`src/rtl/ptdm_pkg.sv`:
```
package ptdm_pkg;
  // Largest slot length is 2^MAX_LOG reference cycles.
  localparam int MAX_LOG = 15;
  localparam int PH_W    = MAX_LOG;
  localparam int SEL_W   = 4;
  localparam int SET_W   = 2;

  typedef logic [PH_W-1:0] phase_t;
  typedef logic [PH_W:0]   len_t;

  // Slot length in reference cycles: 2^(sel+1), clamped at 2^MAX_LOG.
  function automatic len_t slot_len(input logic [SEL_W-1:0] sel);
    int unsigned e;
    e = int'(sel) + 1;
    if (e > MAX_LOG) e = MAX_LOG;
    return len_t'(1) << e;
  endfunction

  // Settling window: code sixteenths of a slot, rounded down.
  function automatic phase_t settle_len(input logic [SET_W-1:0] code,
                                        input logic [SEL_W-1:0] sel);
    logic [PH_W+2:0] prod;
    prod = {2'b00, slot_len(sel)} * {{(PH_W+1){1'b0}}, code};
    return {1'b0, prod[PH_W+2:4]};
  endfunction
endpackage

```
`src/rtl/ptdm_prescaler.sv`:
```
module ptdm_prescaler
  import ptdm_pkg::*;
(
  input  logic             clk,
  input  logic             rst,
  input  logic [SEL_W-1:0] div_sel,
  output phase_t           phase,
  output logic             slot_end
);
  len_t   limit;
  phase_t phase_q;

  assign limit    = slot_len(div_sel) - len_t'(1);
  // Greater-or-equal lets a shortened slot close at once.
  assign slot_end = ({1'b0, phase_q} >= limit);
  assign phase    = phase_q;

  always_ff @(posedge clk) begin
    if (rst)           phase_q <= '0;
    else if (slot_end) phase_q <= '0;
    else               phase_q <= phase_q + phase_t'(1);
  end

  AST_PHASE_STEP: assert property (@(posedge clk) disable iff (rst)
    !slot_end |=> phase == $past(phase) + phase_t'(1));

  AST_PHASE_WRAP: assert property (@(posedge clk) disable iff (rst)
    slot_end |=> phase == '0);
endmodule

```
`src/rtl/ptdm_slot_counter.sv`:
```
module ptdm_slot_counter #(
  parameter int N_SLOT = 8,
  localparam int SLOT_W = $clog2(N_SLOT)
) (
  input  logic              clk,
  input  logic              rst,
  input  logic              slot_end,
  output logic [SLOT_W-1:0] slot
);
  logic [SLOT_W-1:0] slot_q;
  logic              last_slot;

  assign last_slot = (slot_q == SLOT_W'(N_SLOT - 1));
  assign slot      = slot_q;

  always_ff @(posedge clk) begin
    if (rst)                        slot_q <= '0;
    else if (slot_end && last_slot) slot_q <= '0;
    else if (slot_end)              slot_q <= slot_q + SLOT_W'(1);
  end

  AST_SLOT_HOLD: assert property (@(posedge clk) disable iff (rst)
    !slot_end |=> $stable(slot));

  AST_SLOT_WRAP: assert property (@(posedge clk) disable iff (rst)
    (slot_end && last_slot) |=> slot == '0);
endmodule

```
`src/rtl/ptdm_slot_decode.sv`:
```
module ptdm_slot_decode
  import ptdm_pkg::*;
#(
  parameter int NUM_SRC = 4,
  localparam int N_BIN  = 2 * NUM_SRC,
  localparam int SLOT_W = $clog2(N_BIN)
) (
  input  logic               clk,
  input  logic               rst,
  input  logic [SLOT_W-1:0]  slot,
  input  phase_t             phase,
  input  phase_t             settle,
  input  logic [NUM_SRC-1:0] laser_en,
  output logic [NUM_SRC-1:0] laser_gate,
  output logic [N_BIN-1:0]   bin_sel,
  output logic               bin_valid,
  output logic               frame_start
);
  genvar k;
  generate
    for (k = 0; k < N_BIN; k++) begin : g_bin
      assign bin_sel[k] = (slot == SLOT_W'(k));
    end
    for (k = 0; k < NUM_SRC; k++) begin : g_gate
      // Source k lights only in its even slot; the odd slot after it is dark.
      assign laser_gate[k] = !rst && laser_en[k] && (slot == SLOT_W'(2 * k));
    end
  endgenerate

  assign bin_valid   = !rst && (phase >= settle);
  assign frame_start = !rst && (slot == '0) && (phase == '0);

  AST_ONE_GATE: assert property (@(posedge clk) disable iff (rst)
    $onehot0(laser_gate));

  AST_BIN_ONEHOT: assert property (@(posedge clk) disable iff (rst)
    $countones(bin_sel) == 1);

  AST_FRAME_BLANK: assert property (@(posedge clk) disable iff (rst)
    (frame_start && settle != '0) |-> !bin_valid);

  AST_FRAME_SINGLE: assert property (@(posedge clk) disable iff (rst)
    frame_start |=> !frame_start);
endmodule

```
`src/rtl/ptdm_sequencer.sv`:
```
module ptdm_sequencer
  import ptdm_pkg::*;
#(
  parameter int NUM_SRC = 4,
  localparam int N_BIN  = 2 * NUM_SRC,
  localparam int SLOT_W = $clog2(N_BIN)
) (
  input  logic               clk,
  input  logic               rst,
  input  logic [SEL_W-1:0]   div_sel,
  input  logic [SET_W-1:0]   settle_sel,
  input  logic [NUM_SRC-1:0] laser_en,
  output logic [NUM_SRC-1:0] laser_gate,
  output logic [N_BIN-1:0]   bin_sel,
  output logic               bin_valid,
  output logic               frame_start
);
  phase_t            phase;
  phase_t            settle;
  logic              slot_end;
  logic [SLOT_W-1:0] slot;

  assign settle = settle_len(settle_sel, div_sel);

  ptdm_prescaler u_prescaler (
    .clk      (clk),
    .rst      (rst),
    .div_sel  (div_sel),
    .phase    (phase),
    .slot_end (slot_end)
  );

  ptdm_slot_counter #(.N_SLOT(N_BIN)) u_slot_counter (
    .clk      (clk),
    .rst      (rst),
    .slot_end (slot_end),
    .slot     (slot)
  );

  ptdm_slot_decode #(.NUM_SRC(NUM_SRC)) u_decode (
    .clk         (clk),
    .rst         (rst),
    .slot        (slot),
    .phase       (phase),
    .settle      (settle),
    .laser_en    (laser_en),
    .laser_gate  (laser_gate),
    .bin_sel     (bin_sel),
    .bin_valid   (bin_valid),
    .frame_start (frame_start)
  );

  AST_RESTART_FRAME: assert property (@(posedge clk)
    $fell(rst) |-> frame_start);
endmodule

```
`config.mk`:
```
export PLATFORM = sky130hd
export DESIGN_NAME = ptdm_sequencer
export DESIGN_NICKNAME = d
export VERILOG_FILES = /design/src/rtl/ptdm_pkg.sv /design/src/rtl/ptdm_prescaler.sv /design/src/rtl/ptdm_slot_counter.sv /design/src/rtl/ptdm_slot_decode.sv /design/src/rtl/ptdm_sequencer.sv
export SDC_FILE = /design/constraint.sdc
export NUM_CORES = 1
export LEC_CHECK = 0
export CORE_AREA = 2 2 92 94
export DETAILED_ROUTE_END_ITERATION = 7
export DIE_AREA = 0 0 94 96
export GPL_TIMING_DRIVEN = 0
export PLACE_DENSITY_LB_ADDON = 0.1
export RECOVER_POWER = 50
export SLEW_MARGIN = 40
export SYNTH_ARGS = -nofsm -noshare
export SYNTH_HDL_FRONTEND = slang
export SYNTH_SLANG_ARGS = --single-unit
```
`constraint.sdc`:
```
create_clock -name clk -period 6 [get_ports clk]
set_input_delay 0.9 -clock clk [delete_from_list [all_inputs] [get_ports clk]]
set_output_delay 0.9 -clock clk [all_outputs]
set_load 0.03 [all_outputs]
```
After elaboration in Yosys (flattened, before gate mapping)

Index checks and enable logic that the tools add are counted.

Add/sub/neg operators: 4
$mul: 1
Magnitude comparators: 3
Equality and inequality tests: 7
Shifts and indexed selects: 1
Muxes and demuxes: 1
Reductions and logical operators: 17

Operator list:

| cell                                                                  | count |
|---|---|
| 32-bit by 4-bit > comparator with 1-bit output, second input constant | 1 |
| 32-bit two-way mux                                                    | 1 |
| 1-bit by 32-bit << shifter with 16-bit output, first input constant   | 1 |
| 16-bit by 2-bit multiplier with 18-bit output                         | 1 |
| 15-bit by 16-bit >= comparator with 1-bit output                      | 1 |
| 16-bit by 1-bit subtractor with 16-bit output, second input constant  | 1 |
| 15-bit by 1-bit adder with 15-bit output, second input constant       | 1 |
| 15-bit by 14-bit >= comparator with 1-bit output                      | 1 |
| 15-bit zero test                                                      | 1 |
| 3-bit equality test, second input constant                            | 4 |
| 1-bit logical AND                                                     | 12 |
| 3-bit by 2-bit equality test with 1-bit output, second input constant | 2 |
| 4-bit by 1-bit adder with 5-bit output, second input constant         | 1 |
| 2-bit OR reduction                                                    | 2 |
| 3-bit by 1-bit adder with 3-bit output, second input constant         | 1 |
| 3-bit by 1-bit equality test with 1-bit output, second input constant | 1 |
| 3-bit zero test                                                       | 1 |
| 1-bit zero test                                                       | 1 |

Bits in registers: 18
Bits of input ports: 12
Output and inout port bits: 14
Logic and storage cells: 36

Logic depth before layout (Yosys ltp)

Depth after elaboration: 8
Gate-level depth with buffers: 24
Depth with buffers taken out: 22

Cells and area by module

Synthesis repeated with hierarchy kept, for this count alone.

Cells, all modules: 413
Area, all modules: 3103.0 um^2

By module, submodules not included:

| module            | instances | cells an instance | area each (um^2) | sequential area each (um^2) |
|---|---|---|---|---|
| ptdm_prescaler    | 1         | 172               | 1437.6           | 300.3 |
| ptdm_sequencer    | 1         | 151               | 973.4            | 0.0 |
| ptdm_slot_decode  | 1         | 76                | 549.3            | 0.0 |
| ptdm_slot_counter | 1         | 14                | 142.6            | 60.1 |

Worst setup path after synthesis

Ideal clock, no wire load.

Kind: input -> output
From: in div_sel[0]
To: out bin_valid
Arrival time: 5035 ps
Required time: 5100 ps
Setup slack: 65 ps
Stages: 24
Path buffers: 2
Cells stage by stage: ha_1 > clkbuf_1 > buf_2 > nor2_1 > a21oi_1 > nor2_1 > nand2_1 > nor2_1 > ha_1 > and2_1 > o2111ai_1 > nor4_1 > o21ai_0 > a21oi_1 > a21oi_1 > xor2_1 > ha_1 > nand4_1 > o21bai_1 > a21o_1 > a21o_1 > a21o_1 > o2111ai_1 > a21oi_1

Longest elaborated chain between the ends: 7

Ends and longest elaborated chain:

| what                                                 | RTL line               | text |
|---|---|---|
| from (decl)                                          | ptdm_sequencer.sv:10   | `input logic [SEL_W-1:0] div_sel,` |
| 4-bit by 1-bit adder with 5-bit output (*)           | ptdm_pkg.sv:14         | `e = int'(sel) + 1;` |
| 32-bit by 4-bit > comparator with 1-bit output       | --                     |  |
| 32-bit two-way mux (*)                               | --                     |  |
| 1-bit by 32-bit << shifter with 16-bit output (*)    | --                     |  |
| 16-bit by 2-bit multiplier with 18-bit output (*)    | ptdm_pkg.sv:23         | `prod = {2'b00, slot_len(sel)} * {{(PH_W+1){1'b0}}, code};` |
| 15-bit by 14-bit >= comparator with 1-bit output (*) | ptdm_slot_decode.sv:30 | `assign bin_valid = !rst && (phase >= settle);` |
| 1-bit logical AND (*)                                | ptdm_slot_decode.sv:30 |  |
| to (decl)                                            | ptdm_sequencer.sv:15   | `output logic bin_valid,` |

Mark *: on every way between the ends. The rest lies on a longest branch, timed or not.

Final worst setup path

Same ends and word-level chain as after synthesis.

==> results.sh <==
export IMPL_clock_root_buffer="clkbuf_8"
export IMPL_maxSlewViolCount=0
export IMPL_clock_sinks=18
export IMPL_endpoint_kind="output pin"
export IMPL_grt_max_degree=11
export IMPL_drv_cap=0
export IMPL_synth_top_area_share_pct=21.9
export IMPL_cts_max_level=1
export IMPL_syn_nets=477
export IMPL_dieArea_um2=9020
export IMPL_antenna_left=0
export IMPL_hold_viol_final=0
export IMPL_io_pins=26
export IMPL_slew_headroom_pct=62.1
export IMPL_nNetsFinal=538
export IMPL_vias_per_cell=5.73
export IMPL_fill_cells=772
export IMPL_hold_buffers=0
export IMPL_syn_to_final_growth_pct=35.0
export IMPL_antenna_found_initial=0
export IMPL_syn_area_per_cell_um2=7.68
export IMPL_chipWidth_um=94
export IMPL_hold_class="flip-flop to flip-flop"
export IMPL_synth_seq_cells=18
export IMPL_n_antenna_cell=0
export IMPL_drt_iter0_drc=131
export IMPL_clk_latency_ns=0.26
export IMPL_cp_max_fo=6
export IMPL_p_leak_nw=1.89
export IMPL_synth_top_area_cell="ha_1"
export IMPL_synth_ff_type="dfxtp_1"
export IMPL_setup_ws_ns=0.112
export IMPL_layout_drive_gt1_share_pct=25.3
export IMPL_io_buffers=25
export IMPL_power_frac_comb_pct=49.8
export IMPL_seqPwrFrac_pct=27.7
export IMPL_async_reset_ff_share_pct=0
export IMPL_path_clk_slew_ns=0.07
export IMPL_syn_cell_area_um2=3150
export IMPL_grt_pass1_wl_um=15200
export IMPL_avgRoutedWirePerCell_um=17.0
export IMPL_critPathKind="input port to output pin"
export IMPL_finClkSkew_ns=0.00251
export IMPL_internal_power_uw=285
export IMPL_vias=3293
export IMPL_synth_distinct_cells=66
export IMPL_yosysSeqAreaShare_pct=11.5
export IMPL_rrSetupSlack_ns=3.18
export IMPL_worst_setup_path_start_kind="input port"
export IMPL_core_um2=8050
export IMPL_p_sw_uw=166
export IMPL_max_freq_mhz=170
export IMPL_grt_pass1_vias=3122
export IMPL_start_util_pct=39.1
export IMPL_dp_cells=540
export IMPL_synth_edf_count=0
export IMPL_wirelength_um=9780
export IMPL_synthCells=410
export IMPL_clock_path_buffers=2
export IMPL_cp_arrival_ns=4.99
export IMPL_tritoncts="built"
export IMPL_vdd_ir_drop_max_mv=0.0546
export IMPL_status="complete, no violations"
export IMPL_final_cells=575
export IMPL_fin_crit_ns=5.89
export IMPL_fin_crit_sh_pct=98.1
export IMPL_dr_pass1_iters=4
export IMPL_final_common_cell="ha_1"
export IMPL_crit_required_ns=5.10
export IMPL_grt_use_total_pct=21.2
export IMPL_grt_overflow_total=0
export IMPL_place_congestion=0.910
export IMPL_clkPwrFrac_pct=22.5
export IMPL_worstMarginPinSlew_ns=0.560
export IMPL_die_h_um=96
export IMPL_setup_viol=0
export IMPL_rows=33
export IMPL_yosys_top_cells_area="ha_1 22%, dfxtp_1 11%, xnor2_1 5.6%"
export IMPL_preCtsSetupSlack_ns=-2.04
export IMPL_cts_buffers=3
export IMPL_drc=0
export IMPL_mostFrequentLayoutCells="51 x ha_1, 33 x nor2_1, 30 x buf_4"
export IMPL_whs_ns=0.470
export IMPL_switching_share_pct=36.8
export IMPL_hpwlAfterDp_um=6960
export IMPL_yosys_warnings=0
export IMPL_pwr_density_cell_nw_per_um2=106
[final timing paths]
kind / start / to / cells past startpoint
hold reg to reg: u_prescaler.phase[0] / u_prescaler.phase[0] / 1
setup / recovery: div_sel[0] / bin_valid / 26
setup reg to reg: u_prescaler.phase[5] / u_prescaler.phase[11] / 10
hold / removal: u_prescaler.phase[0] / u_prescaler.phase[0] / 1
[flip-flops by register name, summed over array words and instances, names as in the netlist]
register / count
u_prescaler.phase: 15
u_slot_counter.slot: 3
[cell families (layout without fill, tap and decap cells)]
kind of cell    count (synthesis)  after routing  synth area share, %
flops                          18             18                 11.5
simple gates                  175            175                 30.6
fa+ha+maj                      55             55                 21.9
mux                             1              1                0.358
buf+inv                        33             93                 5.37
compound gates                 91             91                 20.0
xor+xnor                       37             37                 10.3
[synth_stat cells, types with 8 or more instances]
cell type	number
o21ai_0	13
a21o_1	10
a21oi_1	19
ha_1	55
nand2_1	19
nor2_2	8
nor3_1	16
xnor2_1	20
nand3_1	13
nor2_1	38
and2_1	17
inv_1	17
nor2b_1	11
xor2_1	17
and3_1	9
dfxtp_1	18
[what timing repair did]
item / in CTS / in global routing
buffers inserted: 16 / 14
pin swaps: 15 / 20
gates cloned: 1 / 1
endpoints found under the setup margin: 19 / 9
gates resized for setup: 73 / 38
endpoints found under the hold margin: 0 / 0
[through the flow]
| step | setup TNS, ns | utilization [%] | power, mW | area (um^2) |
|---|---|---|---|---|
| after floorplan | 0 | - | 0.253 | 3150 |
| after global placement | -11.12 | 43.8 | 0.299 | 3530 |
| after detailed placement | -10.81 | 43.8 | 0.302 | 3530 |
| after CTS | 0 | 49.4 | 0.432 | 3980 |
| after global routing | -0.0392 | 52.8 | 0.482 | 4250 |
| final | 0 | 52.8 | 0.451 | 4250 |
[cell type report]
| class | count | area (um^2) | share of cell area [%] |
|---|---|---|---|
| clock buffer | 4 | 55.1 | 1.30 |
| sequential | 18 | 360 | 8.48 |
| buffer | 14 | 166 | 3.92 |
| tap | 105 | 131 | 3.09 |
| inverter | 18 | 72.6 | 1.71 |
| multi-input combinational | 359 | 2950 | 69.5 |
| timing repair buffer | 57 | 512 | 12.0 |
[routing by layer]
layer | part of all wire, % | track usage, % | up-vias
met5 | 0 | 0 | -
met4 | 3.1 | 6.16 | 0
met3 | 3.8 | 1.17 | 26
met2 | 49 | 39.2 | 82
met1 | 44 | 26.5 | 1565
li1 | - | - | 1620
[critical path, cell delays in order]
cell	delay, ns
clkbuf_4	0.15
ha_4	0.18
clkbuf_8	0.15
buf_8	0.14
nor2_4	0.11
a21oi_4	0.05
nor2_2	0.12
nand2_2	0.13
nor2_2	0.15
ha_1	0.26
a21o_1	0.19
a21o_1	0.21
o21ai_2	0.21
a21oi_2	0.09
buf_6	0.15
a21oi_2	0.14
xor2_1	0.25
ha_1	0.29
nand4_1	0.08
o21bai_1	0.06
a21o_1	0.18
a21o_1	0.17
a21o_1	0.17
o2111ai_2	0.20
a21oi_2	0.09
buf_6	0.15
[power groups by stage]
| stage | Clock (mW) | Combinational [mW] | Sequential, mW |
|---|---|---|---|
| 2_1_floorplan | 0 | 0.127 | 0.126 |
| 3_3_place_gp | 0 | 0.171 | 0.128 |
| 6_report | 0.102 | 0.224 | 0.125 |
| 3_5_place_dp | 0 | 0.174 | 0.128 |
| 5_1_grt | 0.111 | 0.246 | 0.125 |
| 4_1_cts | 0.104 | 0.204 | 0.125 |
Power figures use the tool's default switching activity.
